$ cat src/rtl/seg_xlate_pkg.sv
package seg_xlate_pkg;
   localparam int unsigned PERM_W = 3;
   localparam int unsigned PERM_RD = 0;
   localparam int unsigned PERM_WR = 1;
   localparam int unsigned PERM_EX = 2;

   typedef enum logic [1:0] {
      ACC_READ  = 2'b00,
      ACC_WRITE = 2'b01,
      ACC_EXEC  = 2'b10,
      ACC_RSVD  = 2'b11
   } acc_e;

   typedef enum logic [1:0] {
      CAUSE_NONE  = 2'b00,
      CAUSE_BOUND = 2'b01,
      CAUSE_PROT  = 2'b10,
      CAUSE_PRIV  = 2'b11
   } cause_e;
endpackage

$ cat src/rtl/seg_table.sv
module seg_table
   import seg_xlate_pkg::*;
#(
   parameter int unsigned SEG_BITS = 2,
   parameter int unsigned OFF_BITS = 12,
   parameter int unsigned PA_BITS  = 16,
   localparam int unsigned NUM_SEG = 1 << SEG_BITS,
   localparam int unsigned BND_W   = OFF_BITS + 1
) (
   input  logic                clk,
   input  logic                rst_n,
   input  logic                wr_en,
   input  logic                wr_priv,
   input  logic [SEG_BITS-1:0] wr_seg,
   input  logic [PA_BITS-1:0]  wr_base,
   input  logic [BND_W-1:0]    wr_bound,
   input  logic [PERM_W-1:0]   wr_perm,
   input  logic                wr_valid,
   output logic [PA_BITS-1:0]  ent_base  [NUM_SEG],
   output logic [BND_W-1:0]    ent_bound [NUM_SEG],
   output logic [PERM_W-1:0]   ent_perm  [NUM_SEG],
   output logic                ent_valid [NUM_SEG],
   output logic                denied
);
   logic accept;
   assign accept = wr_en & wr_priv;

   for (genvar g = 0; g < NUM_SEG; g++) begin : g_entry
      logic hit;
      assign hit = accept && (wr_seg == SEG_BITS'(g));

      always_ff @(posedge clk) begin
         if (!rst_n) begin
            ent_valid[g] <= 1'b0;
         end else if (hit) begin
            ent_valid[g] <= wr_valid;
         end
      end

      always_ff @(posedge clk) begin
         if (hit) begin
            ent_base[g]  <= wr_base;
            ent_bound[g] <= wr_bound;
            ent_perm[g]  <= wr_perm;
         end
      end
   end

   always_ff @(posedge clk) begin
      if (!rst_n) begin
         denied <= 1'b0;
      end else begin
         denied <= wr_en & ~wr_priv;
      end
   end
endmodule

$ cat src/rtl/seg_check.sv
module seg_check
   import seg_xlate_pkg::*;
#(
   parameter int unsigned OFF_BITS = 12,
   parameter int unsigned PA_BITS  = 16,
   localparam int unsigned BND_W   = OFF_BITS + 1
) (
   input  logic [OFF_BITS-1:0] off,
   input  logic [PA_BITS-1:0]  base,
   input  logic [BND_W-1:0]    bound,
   input  logic [PERM_W-1:0]   perm,
   input  logic                valid,
   input  logic [1:0]          acc,
   output logic [PA_BITS-1:0]  pa,
   output logic [1:0]          cause
);
   logic [PA_BITS-1:0] sum;
   logic               in_range;
   logic               perm_ok;

   // adder and comparator run side by side; neither waits on the other
   assign sum      = base + PA_BITS'(off);
   assign in_range = valid && ({1'b0, off} < bound);

   always_comb begin
      unique case (acc_e'(acc))
         ACC_READ:  perm_ok = perm[PERM_RD];
         ACC_WRITE: perm_ok = perm[PERM_WR];
         ACC_EXEC:  perm_ok = perm[PERM_EX];
         default:   perm_ok = 1'b0;
      endcase
   end

   always_comb begin
      if (!in_range) begin
         cause = CAUSE_BOUND;
      end else if (!perm_ok) begin
         cause = CAUSE_PROT;
      end else begin
         cause = CAUSE_NONE;
      end
   end

   assign pa = (cause == CAUSE_NONE) ? sum : '0;
endmodule

$ cat src/rtl/seg_xlate.sv
module seg_xlate
   import seg_xlate_pkg::*;
#(
   parameter int unsigned SEG_BITS = 2,
   parameter int unsigned OFF_BITS = 12,
   parameter int unsigned PA_BITS  = 16,
   localparam int unsigned NUM_SEG = 1 << SEG_BITS,
   localparam int unsigned VA_BITS = SEG_BITS + OFF_BITS,
   localparam int unsigned BND_W   = OFF_BITS + 1
) (
   input  logic                clk,
   input  logic                rst_n,
   input  logic                cfg_we,
   input  logic                cfg_priv,
   input  logic [SEG_BITS-1:0] cfg_seg,
   input  logic [PA_BITS-1:0]  cfg_base,
   input  logic [BND_W-1:0]    cfg_bound,
   input  logic [2:0]          cfg_perm,
   input  logic                cfg_valid,
   input  logic [VA_BITS-1:0]  va,
   input  logic [1:0]          acc,
   output logic [PA_BITS-1:0]  pa,
   output logic                fault,
   output logic [1:0]          fault_cause,
   output logic                priv_fault
);
   if (SEG_BITS < 1 || SEG_BITS > 6) begin : g_bad_seg
      $error("seg_xlate: SEG_BITS out of range");
   end
   if (OFF_BITS < 1 || PA_BITS < OFF_BITS) begin : g_bad_width
      $error("seg_xlate: PA_BITS must cover OFF_BITS");
   end

   logic [PA_BITS-1:0] t_base  [NUM_SEG];
   logic [BND_W-1:0]   t_bound [NUM_SEG];
   logic [PERM_W-1:0]  t_perm  [NUM_SEG];
   logic               t_valid [NUM_SEG];

   seg_table #(
      .SEG_BITS(SEG_BITS), .OFF_BITS(OFF_BITS), .PA_BITS(PA_BITS)
   ) i_table (
      .clk(clk), .rst_n(rst_n),
      .wr_en(cfg_we), .wr_priv(cfg_priv), .wr_seg(cfg_seg),
      .wr_base(cfg_base), .wr_bound(cfg_bound), .wr_perm(cfg_perm),
      .wr_valid(cfg_valid),
      .ent_base(t_base), .ent_bound(t_bound), .ent_perm(t_perm),
      .ent_valid(t_valid),
      .denied(priv_fault)
   );

   logic [SEG_BITS-1:0] sel;
   logic [OFF_BITS-1:0] off;
   assign sel = va[VA_BITS-1:OFF_BITS];
   assign off = va[OFF_BITS-1:0];

   logic [1:0] cause;

   seg_check #(
      .OFF_BITS(OFF_BITS), .PA_BITS(PA_BITS)
   ) i_check (
      .off(off),
      .base(t_base[sel]), .bound(t_bound[sel]),
      .perm(t_perm[sel]), .valid(t_valid[sel]),
      .acc(acc),
      .pa(pa), .cause(cause)
   );

   assign fault_cause = cause;
   assign fault       = |cause;
endmodule

$ cat config.mk
export PLATFORM = sky130hd
export DESIGN_NAME = seg_xlate
export DESIGN_NICKNAME = d
export VERILOG_FILES = /design/src/rtl/seg_xlate_pkg.sv /design/src/rtl/seg_table.sv /design/src/rtl/seg_check.sv /design/src/rtl/seg_xlate.sv
export SDC_FILE = /design/constraint.sdc
export NUM_CORES = 1
export LEC_CHECK = 0
export ABC_AREA = 1
export BUFFER_PORTS_ARGS = -buffer_cell sky130_fd_sc_hd__buf_2
export CAP_MARGIN = 10
export CORE_ASPECT_RATIO = 2
export CORE_MARGIN = 3
export CORE_UTILIZATION = 40
export CTS_BUF_LIST = sky130_fd_sc_hd__clkbuf_4 sky130_fd_sc_hd__clkbuf_8 sky130_fd_sc_hd__clkbuf_16
export CTS_CLUSTER_SIZE = 25
export DETAILED_ROUTE_END_ITERATION = 12
export HOLD_SLACK_MARGIN = 0.03
export PLACE_DENSITY_LB_ADDON = 0.05
export SYNTH_ARGS = -nofsm -noshare
export SYNTH_HDL_FRONTEND = slang
export SYNTH_SLANG_ARGS = --single-unit
$ cat constraint.sdc
create_clock -name clk -period 3.1 [get_ports clk]
set_input_delay 0.31 -clock clk [delete_from_list [all_inputs] [get_ports clk]]
set_output_delay 0.31 -clock clk [all_outputs]
set_load 0.02 [all_outputs]
Yosys cells after proc, flatten, opt, wreduce, memory -nomap -nowiden
Index checks and enable logic that the tools add are counted.
{ "op_classes": {"n_addsub": 1, "order_cmp": 2, "eq_ne": 5, "mux": 16, "n_bitwise": 4, "reduce_logical": 9} }
{ "ops": {"columns": ["operator", "count"], "rows": [
  ["$mux 16", 3],
  ["$bmux 16 s2", 1],
  ["$bmux 13 s2", 1],
  ["$mux 13", 2],
  ["$add 16x12->16", 1],
  ["$lt 12x13->1", 1],
  ["$bmux 3 s2", 1],
  ["$eq 2x2->1 const B", 3],
  ["$logic_not 2->1", 3],
  ["$mux 3", 2],
  ["$logic_and 1x1->1", 5],
  ["$eq 2x1->1 const B", 2],
  ["$mux 2", 2],
  ["$ge 3x3->1 const B", 1],
  ["$not 2->3", 1],
  ["$pmux 1 s3", 1],
  ["$and 1x1->1", 2],
  ["$bmux 1 s2", 1],
  ["$mux 1", 2],
  ["$reduce_or 2->1", 1],
  ["$not 1->1", 1]
]} }
{ "word_totals": {"regBits": 133, "output_inout_bits": 20, "word_cells": 54} }

Logic depth before layout (Yosys ltp)
Gate-level depths: netlist of the first run.
{ "depth": {"ltp_word": 9, "mapped_depth": 18} }

Hierarchy
A second synthesis of the first run with hierarchy kept.
{ "hier_totals": {"cells_unflattened": 808, "area_unflattened_um2": 6967.9} }
{ "modules_own_cells": {"columns": ["module", "n_inst", "cells_per_inst", "area_each_um2", "seq_area_each_um2"], "rows": [
  ["seg_table", 1, 166, 4091.4, 3943.8],
  ["seg_xlate", 1, 387, 1560.2, 0.0],
  ["seg_check", 1, 255, 1316.3, 0.0]
]} }

Least setup slack after synthesis of the first run
OpenSTA, ideal clock, no wires.
{ "synth_path": {"path_kind": "input to register", "start": "input cfg_we", "end": "register i_table.ent_valid[1] in the netlist's numbering", "t_arrival_ps": 3074, "required_time_ps": 3021, "setup_slack_ps": -53, "stages": 4, "cell_sequence": "nand2_1 -> nor3_1 -> o21ai_0 -> a21oi_1"} }
{ "synth_via": {"elab_chain_len": 2} }
{ "synth_rtl": {"columns": ["element", "line_no", "source"], "rows": [
  ["start, declared", "seg_xlate.sv:13", "input logic cfg_we,"],
  ["$and 1x1->1", "seg_table.sv:26", "assign accept = wr_en & wr_priv;"],
  ["$logic_and 1x1->1", "seg_table.sv:30", "assign hit = accept && (wr_seg == SEG_BITS'(g));"],
  ["via i_table.g_entry[2].hit", "seg_table.sv:29", "logic hit;"],
  ["end signal, assigned by index", "seg_table.sv:36", "ent_valid[g] <= wr_valid;"],
  ["end, declared", "seg_table.sv:22", "output logic ent_valid [NUM_SEG],"]
]} }
The timed path passes the listed nets, and every way through them passes these cells.
A chain may end at the register's enable or synchronous reset.

Worst setup path in the final report of the first run
{ "layout_path": {"start": "register i_table.ent_base[32] in the netlist's numbering", "end": "output pa[10]"} }
{ "layout_via": {"elab_chain_len": 5} }
{ "layout_rtl": {"columns": ["element", "line_no", "source"], "rows": [
  ["start, declared", "seg_table.sv:19", "output logic [PA_BITS-1:0] ent_base [NUM_SEG],"],
  ["start signal, assigned by index", "seg_table.sv:42", "ent_base[g] <= wr_base;"],
  ["$bmux 16 s2", "seg_xlate.sv:62", ".base(t_base[sel]), .bound(t_bound[sel]),"],
  ["$mux 16 (not written as such) (2 in series)", "seg_xlate.sv:62", null],
  ["$add 16x12->16", "seg_check.sv:22", "assign sum = base + PA_BITS'(off);"],
  ["$mux 16", "seg_check.sv:44", "assign pa = (cause == CAUSE_NONE) ? sum : '0;"],
  ["end, declared", "seg_xlate.sv:22", "output logic [PA_BITS-1:0] pa,"]
]} }
No other way between the ends. The select of a mux whose other input is x is not followed.

==> run_results.csv, run 1 <==
group,metric,value,unit
outcome,status,"complete, no violations",
clocking,cts_max_level,4,
setup_path,r2r_cells,2,
layout,n_antenna_cell,0,
setup_path,startpoint_type,"flop",
timing,maxSlewHeadroom,61.6,%
global_route,grt_pass1_vias,4731,
synth,yosys.area.top_type,"edfxtp_1",
floorplan,die_x,94.3,um
timing,fin_skew,0,ns
timing,fin_ws,0.188,ns
floorplan,std_cell_rows,64,
setup_path,cp_max_fo,3,
placed_design,routabilityCongestion,0.836,
timing,fmax,343,MHz
timing,hold_viol,0,
timing,setup_viol,0,
synth,syn_inst,570,
layout,regArea,0.00394,sq mm
global_route,gr-usage-met2,34.1,%
route,route.detailed.drc,0,
global_route,grt_pass1_wl,24500,um
floorplan,die_area,0.0172,sq mm
global_route,grtUsageMet3,3.88,%
global_route,antenna_found_initial,0,
placed_design,portBuffers,74,
floorplan,initial_core_util,40.8,%
clocking,clkTransAtPathRegs,0.06,ns
timing,rsz0062_at_grt,"yes",
clocking,holdBufCountCts,0,
route,via_per_inst,5.15,
placed_design,dp.cells,843,
layout,syn_to_final_growth,22.0,%
layout,final_cell_mix,"nand2_1 (130), edfxtp_1 (128), buf_2 (73), nor2_1 (70), o21ai_0 (37)",
job,drv_cap,0,
layout,fin_nets,744,
clocking,post-cts-setup-buffers,0,
synth,synth_top_area_share,61.6,%
synth,yosys_warnings,0,
setup_path,worst_ep_arrival_time,2.60,ns
synth,ys_ff_latch,133,
route,totalWireLength,15700,um
power,peakVddDrop,0.356,mV
timing,tns,0,ns
timing,slew_viol_final,0,
synth,async_reset_ff_share,0,%
global_route,grt-ovfl-total,0,
synth,ys.flop_type,"edfxtp_1",
synth,syn-num-nets,649,
placed_design,dpl_worst_slack,0.0811,ns
floorplan,io-pin-count,75,
timing,fin_crit_sh,93.9,%
clocking,clock-sinks,133,
layout,layout-drive-gt1-share,22.9,%
synth,synth_area_leaders,"edfxtp_1 (62%), nand2_1 (7.8%), ha_1 (4.6%)",
global_route,grt_max_degree,46,
power,p_leak,0.00303,uW
synth,seq_area_frac_synth,63.2,%
clocking,clockBufferDepth,2,
power,power_density,592,mW/mm^2
global_route,track_usage,19.4,%
placed_design,place_hpwl,10500,um
floorplan,die_h,183,um
floorplan,coreArea,0.0153,sq mm
route,ant_nets,0,
route,vias,4514,
layout,nFillCells,1398,
timing,finalCriticalPeriod,2.91,ns
setup_path,crit_required,2.79,ns
route,first_pass_iters,5,
route,wl_per_cell,17.9,um
setup_path,critPathCaptureType,"output pin",
timing,hold_ws,0.0708,ns
timing,tightest_slew,0.576,ns
layout,fin_util,49.8,%
clocking,clock_latency,0.41,ns
clocking,cts_root_buf,"clkbuf_16",
setup_path,cp_cell_sequence,"o21ai_1 > o22ai_1 > ha_2 > fa_1 > nand3_2 > nand3_2 > nand2_1 > nand2_1 > a21oi_2 > xor2_1 > nor2_4 > buf_2",
synth,synth_edf_count,128,
hold_path,whs_path_depth,2,
clocking,cts_buffers,17,
synth,synth.avg_cell_area,10.9,sq um
global_route,gr-usage-met1,22.3,%
global_route,busiest_layer,"met2",
synth,yosys.cell_types.count,30,
clocking,cts_tree,"done",
setup_path,reg2reg_slack,2.42,ns
setup_path,slowest_stage,"fa_1",
setup_path,path_class,"flop to output pin",
route,drt_iter0_drc,203,
layout,instances_no_fill,876,
synth,syn_area,0.00624,sq mm
layout,multi_input_area,0.00210,sq mm
hold_path,hp-class,"input port to flop",
setup_path,crit_path_max_incr_delay,0.40,ns
layout,layout_commonest_cell,"nand2_1",
==> where the power goes <==
group | internal [uW] | switching (uW)
registers | 2030 | 13.5
clock network | 1110 | 763
logic | 219 | 365
==> synthesized netlist by cell type (all sizes together), types with 5 or more instances <==
cell	count
nor2	81
edfxtp	128
a21oi	27
nor3	5
o22ai	15
inv	35
nand3	25
nand2	132
o21ai	43
a32o	11
clkbuf	8
dfxtp	5
buf	14
ha	23
xnor2	7
==> layout make-up <==
cell class                      instances  share of cell area, %
Timing Repair Buffer                   98                   8.31
Multi-Input combinational cell        380                   27.5
Sequential cell                       133                   51.8
Clock buffer                           18                   5.69
Tap cell                              198                   3.25
Inverter                               35                   1.73
Clock inverter                         14                   1.71
==> registers in the layout (all words and copies together), names as in the netlist <==
register           count
i_table.ent_base      64
i_table.ent_bound     52
i_table.ent_valid      4
i_table.denied         1
i_table.ent_perm      12
==> worst max-delay path: cells and delay by family (launching register included) <==
| kind | cells | cell delay [ns] |
|---|---|---|
| xor gates and xnor gates | 1 | 0.26 |
| adders and majority gates | 2 | 0.60 |
| buffers and inverters | 1 | 0.16 |
| AOI/OAI and AO/OA | 3 | 0.38 |
| and+or+nand+nor | 5 | 0.41 |
| DFF | 1 | 0.37 |
==> path summary, 6_finish.rpt <==
kind	startpoint	endpoint
min	cfg_priv	i_table.denied
min reg2reg	i_table.ent_valid[0]	i_table.ent_valid[0]
max reg2reg	i_table.ent_valid[2]	i_table.ent_valid[2]
max	i_table.ent_base[32]	pa[10]
==> routing by layer <==
metal	up-vias	share of wire, %
met5	-	0
met4	0	2.6
met3	26	4.6
met2	118	54
met1	2184	39
li1	2186	-
==> per-stage QoR <==
stage / instance area [sq um] / total power (uW)
3_3_place_gp: 6990 / 2650
2_1_floorplan: 6240 / 2440
3_5_place_dp: 6990 / 2660
6_report: 7610 / 4510
5_1_grt: 7610 / 4700
4_1_cts: 7560 / 4540
==> logic make-up after synthesis <==
family / share of synthesized area [%]
simple gates: 17.4
flops: 63.2
compound gates: 9.00
buf+inv: 4.11
fa+ha+maj: 4.93
xor+xnor: 1.40
==> repair_timing <==
action                     in CTS  in global routing
resized for setup               1                 11
setup endpoints to repair       1                  9
pin swaps                       1                  3
gates cloned                    0                  1
Note: power is estimated with default switching activity, not from simulation.
==> run 2, diff against run 1 <==
--- a/config.mk
+++ b/config.mk
@@ -6,7 +6,6 @@
 export NUM_CORES = 1
 export LEC_CHECK = 0
 export ABC_AREA = 1
-export BUFFER_PORTS_ARGS = -buffer_cell sky130_fd_sc_hd__buf_2
 export CAP_MARGIN = 10
 export CORE_ASPECT_RATIO = 2
 export CORE_MARGIN = 3
@@ -14,7 +13,9 @@
 export CTS_BUF_LIST = sky130_fd_sc_hd__clkbuf_4 sky130_fd_sc_hd__clkbuf_8 sky130_fd_sc_hd__clkbuf_16
 export CTS_CLUSTER_SIZE = 25
 export DETAILED_ROUTE_END_ITERATION = 12
+export DONT_BUFFER_PORTS = 1
 export HOLD_SLACK_MARGIN = 0.03
+export MAX_ROUTING_LAYER = met4
 export PLACE_DENSITY_LB_ADDON = 0.05
 export SYNTH_ARGS = -nofsm -noshare
 export SYNTH_HDL_FRONTEND = slang
==> run_results.csv, run 2 (synthesized netlist as in run 1, its figures left out) <==
group,metric,value,unit
clocking,cts_root_buf,"clkbuf_16",
setup_path,crit_required,2.79,ns
timing,fmax,349,MHz
floorplan,die_h,183,um
route,wl_met2,8160,um
power,p_seq_share,45.1,%
outcome,status,"complete, no violations",
layout,final_cell_mix,"nand2_1 (130), edfxtp_1 (128), nor2_1 (71), o21ai_0 (41), dlygate4sd3_1 (35)",
floorplan,die_area,0.0172,sq mm
clocking,cts_tree,"done",
placed_design,place_hpwl,10200,um
route,wl_met1,5840,um
layout,fin_nets,701,
timing,maxSlewHeadroom,61.2,%
layout,n_antenna_cell,0,
route,route.detailed.drc,0,
global_route,antenna_found_initial,0,
global_route,grt-ovfl-total,0,
timing,slew_viol_final,0,
layout,largest_register_ff_count,64,
placed_design,routabilityCongestion,0.792,
placed_design,portBuffers,0,
power,peakVddDrop,0.408,mV
layout,regArea,0.00394,sq mm
clocking,cts_buffers,17,
route,wl_per_cell,18.4,um
clocking,clkTransAtPathRegs,0.06,ns
setup_path,critPathCaptureType,"output pin",
clocking,clockBufferDepth,2,
timing,hold_viol,0,
global_route,grt_pass1_vias,4500,
route,met3WireLength,825,um
power,p_sw_share,24.5,%
placed_design,dpl-instance-area,0.00656,sq mm
global_route,track_usage,19.2,%
route,ant_nets,0,
setup_path,cp_max_fo,5,
layout,nFillCells,1373,
timing,finalCriticalPeriod,2.86,ns
layout,syn_to_final_growth,20.5,%
layout,regMostFlops,"i_table.ent_base",
clocking,clock_latency,0.40,ns
setup_path,reg2reg_slack,2.43,ns
power,combPwrFrac,11.2,%
global_route,grt_max_degree,70,
timing,fin_crit_sh,92.3,%
layout,layout_commonest_cell,"nand2_1",
route,via_per_inst,5.18,
timing,setup_viol,0,
clocking,cts_max_level,4,
power,clkPwrFrac,43.7,%
power,p_leak,0.00284,uW
power,power.switching,1110,uW
job,drv_cap,0,
route,totalWireLength,15300,um
route,drt_iter0_drc,208,
route,top_layer,"met4",
hold_path,hp-class,"input port to flop",
timing,tightest_slew,0.582,ns
layout,layout-drive-gt1-share,11.8,%
clocking,clock-sinks,133,
floorplan,die_x,94.3,um
floorplan,std_cell_rows,64,
layout,reg.largest.list,"i_table.ent_base: 64 flops, i_table.ent_bound: 52 flops, i_table.ent_perm: 12 flops",
timing,fin_skew,0,ns
route,vias,4312,
layout,multi_input_area,0.00207,sq mm
power,p_int,3420,uW
placed_design,dpl_worst_slack,0.275,ns
floorplan,io-pin-count,75,
timing,rsz0062_at_grt,"no",
route,first_pass_iters,4,
floorplan,initial_core_util,40.8,%
layout,fin_area,0.00752,sq mm
power,power_density,603,mW/mm^2
floorplan,coreArea,0.0153,sq mm
global_route,grt_pass1_wl,23500,um
setup_path,worst_ep_arrival_time,2.55,ns
timing,fin_ws,0.238,ns
setup_path,path_class,"flop to output pin",
setup_path,startpoint_type,"flop",
run 2: cell count changes in the layout (fill, tap and decap cells not counted), moves of 2 or more:
cell	change
buf_4	-2
buf_12	-3
o21ai_1	-4
buf_2	-73
inv_6	+2
dlygate4sd3_1	+35
o21ai_0	+4
run 2: per-layer routing:
layer | vias to the layer above | track usage (%)
met5 | - | -
met4 | 0 | 9.72
met3 | 23 | 4.62
met2 | 119 | 33.2
met1 | 2059 | 19.8
li1 | 2111 | -
run 2: path summary, 6_finish.rpt:
| kind | from | endpoint | cells after the start |
|---|---|---|---|
| worst max-delay path | i_table.ent_base[34] | pa[13] | 15 |
| worst min-delay path | rst_n | i_table.ent_valid[1] | 2 |
| worst max register to register | i_table.ent_valid[1] | i_table.ent_valid[1] | 2 |
| worst min register to register | i_table.ent_valid[3] | i_table.ent_valid[3] | 2 |
run 2: repair_timing:
action | in CTS | in global routing
setup buffers | 0 | 0
resized for setup | 0 | 5
hold buffers | 35 | 0
endpoints found under the setup margin | 0 | 4
hold endpoints to repair | 132 | 0
run 2: critical path, cell delays in order, from the launching register on:
cell,delay [ns]
edfxtp_1,0.44
o21ai_0,0.18
o22ai_1,0.09
ha_1,0.35
nand2_1,0.12
nand2_1,0.05
nand2_1,0.06
nand2_1,0.05
nor2_1,0.19
nor2_1,0.07
nand2_1,0.08
nand3_1,0.07
nand2_1,0.06
nand2_1,0.04
nor2_1,0.14
buf_4,0.17
run 2: layout make-up:
cell class	count	area share (%)
clock inverter	15	2.28
clock buffer	17	5.65
tap	198	3.29
sequential	133	52.4
inverter	35	1.75
multi-input combinational	380	27.6
timing repair buffer	55	7.03
run 2: per-stage QoR:
step                instances  TNS [ns]  total power (uW)  util [%]  hold slack [ns]
detailed placement        766         0              2540      42.9            0.389
global placement          766         0              2540      42.9            0.382
floorplan                 570     -6.66              2440         -            0.382
global route              833         0              4720      49.2           0.0703
finish                    833         0              4530      49.2           0.0586
CTS                       833         0              4590      49.1           0.0318
run 2: power by group through the flow:
stage | registers, uW | logic (uW) | clock network [uW]
floorplan | 2080 | 358 | 0
global placement | 2080 | 455 | 0
detailed placement | 2090 | 458 | 0
CTS | 2050 | 511 | 2030
global route | 2050 | 573 | 2100
finish | 2050 | 507 | 1980
==> run 3, diff against run 2 <==
==> constraint.sdc (replaced) <==
create_clock -name clk -period 3.6 [get_ports clk]
set_input_delay 0.36 -clock clk [delete_from_list [all_inputs] [get_ports clk]]
set_output_delay 0.36 -clock clk [all_outputs]
set_load 0.02 [all_outputs]
==> run_results.csv, run 3 (synthesized netlist as in run 1, its figures left out) <==
group,metric,value,unit
outcome,status,"complete, no violations",
clocking,cts_root_buf,"clkbuf_16",
clocking,clkTransAtPathRegs,0.05,ns
setup_path,cp_max_fo,69,
layout,regMostFlops,"i_table.ent_base",
floorplan,coreArea,0.0153,sq mm
power,power,3940,uW
timing,rsz0062_at_grt,"no",
timing,fin_crit_sh,88.7,%
timing,hold_viol,0,
timing,slew_viol_final,0,
clocking,cts_tree,"done",
layout,syn_to_final_growth,19.8,%
setup_path,critPathCaptureType,"output pin",
floorplan,io-pin-count,75,
clocking,clock-sinks,133,
setup_path,r2r_cells,2,
setup_path,r2r-start,"i_table.ent_valid[0]",
placed_design,place_hpwl,10200,um
power,power_density,527,mW/mm^2
route,first_pass_iters,4,
floorplan,die_area,0.0172,sq mm
clocking,post-cts-setup-buffers,0,
route,wl_met2,8270,um
route,vias,4276,
setup_path,path_class,"input port to output pin",
route,wl_per_cell,18.4,um
global_route,grt_max_degree,70,
route,met3WireLength,905,um
clocking,holdBufCountCts,33,
floorplan,die_x,94.3,um
route,totalWireLength,15300,um
timing,tns,0,ns
setup_path,worst_ep_arrival_time,2.83,ns
floorplan,initial_core_util,40.8,%
setup_path,reg2reg_slack,2.95,ns
timing,finalCriticalPeriod,3.19,ns
hold_path,whs_path_depth,2,
floorplan,die_h,183,um
clocking,cts_resized,0,
floorplan,std_cell_rows,64,
global_route,grt-ovfl-total,0,
hold_path,whs_endpoint,"i_table.denied",
clocking,clockBufferDepth,2,
route,drt_iter0_drc,241,
hold_path,min_from,"cfg_we",
global_route,grt_pass1_wl,23600,um
layout,layout_commonest_cell,"nand2_1",
setup_path,startpoint_type,"input port",
layout,nFillCells,1393,
layout,reg.largest.list,"i_table.ent_base: 64 flops, i_table.ent_bound: 52 flops, i_table.ent_perm: 12 flops",
clocking,cts_max_level,4,
setup_path,crit_path_max_incr_delay,0.43,ns
timing,maxSlewHeadroom,61.4,%
timing,tightest_slew,0.579,ns
global_route,antenna_found_initial,0,
layout,n_antenna_cell,0,
layout,final_cell_mix,"nand2_1 (130), edfxtp_1 (128), nor2_1 (71), o21ai_0 (41), inv_1 (34)",
layout,fin_area,0.00748,sq mm
clocking,cts_buffers,17,
global_route,grt_pass1_vias,4391,
placed_design,dpl-instance-area,0.00654,sq mm
setup_path,r2r_end,"i_table.ent_valid[0]",
power,peakVddDrop,0.308,mV
layout,fin_nets,698,
clocking,clock_latency,0.41,ns
route,ant_nets,0,
power,p_leak,0.00282,uW
timing,setup_viol,0,
setup_path,slowest_stage,"fa_1",
layout,layout-drive-gt1-share,10.9,%
job,drv_cap,0,
layout,fin_util,48.9,%
placed_design,routabilityCongestion,0.836,
layout,largest_register_ff_count,64,
setup_path,crit_required,3.24,ns
timing,fin_skew,0,ns
setup_path,cp_cell_sequence,"inv_2 > buf_4 > o21ai_0 > o22ai_1 > ha_1 > fa_1 > nand3_1 > nand3_1 > nand2_1 > nand2_1 > a21oi_1 > xor2_1 > nor2_4",
route,route.detailed.drc,0,
global_route,track_usage,19.3,%
hold_path,hp-class,"input port to flop",
timing,fmax,313,MHz
timing,hold_ws,0.0546,ns
route,top_layer,"met4",
placed_design,portBuffers,0,
route,wl_met1,5690,um
route,via_per_inst,5.15,
## run 3: metal layers
layer	vias to the layer above	global-route usage, %
met2	108	33.4
li1	2100	-
met4	0	8.68
met1	2043	20.0
met5	-	-
met3	25	5.45
## run 3: critical path, delay by kind of cell
kind | cells | cell delay [ns]
AOI/OAI and AO/OA | 3 | 0.45
xor gates and xnor gates | 1 | 0.32
adders and majority gates | 2 | 0.68
buffers and inverters | 2 | 0.45
and+or+nand+nor | 5 | 0.54
## run 3: how the worst max path moves through the flow
stage,start,end,cells after the start
3_3_place_gp,va[12],pa[10],13
6_report,va[12],pa[10],13
2_1_floorplan,cfg_we,i_table.ent_valid[1],4
4_1_cts,va[12],pa[14],15
5_1_grt,va[12],pa[14],15
3_5_place_dp,va[12],pa[14],15
## run 3: metrics by stage
stage          worst slack [ns]  cells
3_5_place_dp              0.379    765
4_1_cts                   0.374    830
2_1_floorplan             0.397    570
6_report                  0.408    830
3_3_place_gp              0.429    765
5_1_grt                   0.119    830
## run 3: power by group
group	total (uW)	switching, uW	internal (uW)
combinational	430	270	160
sequential	1760	12.9	1750
clock	1750	659	1090
## run 3: layout make-up
class | count | area [sq um] | area share, %
flip-flops and latches | 133 | 3940 | 52.8
clock inverters | 15 | 181 | 2.43
inverters | 35 | 131 | 1.76
clock buffers | 17 | 425 | 5.69
well taps | 198 | 248 | 3.31
repair buffers | 52 | 485 | 6.49
multi-input cells | 380 | 2060 | 27.6
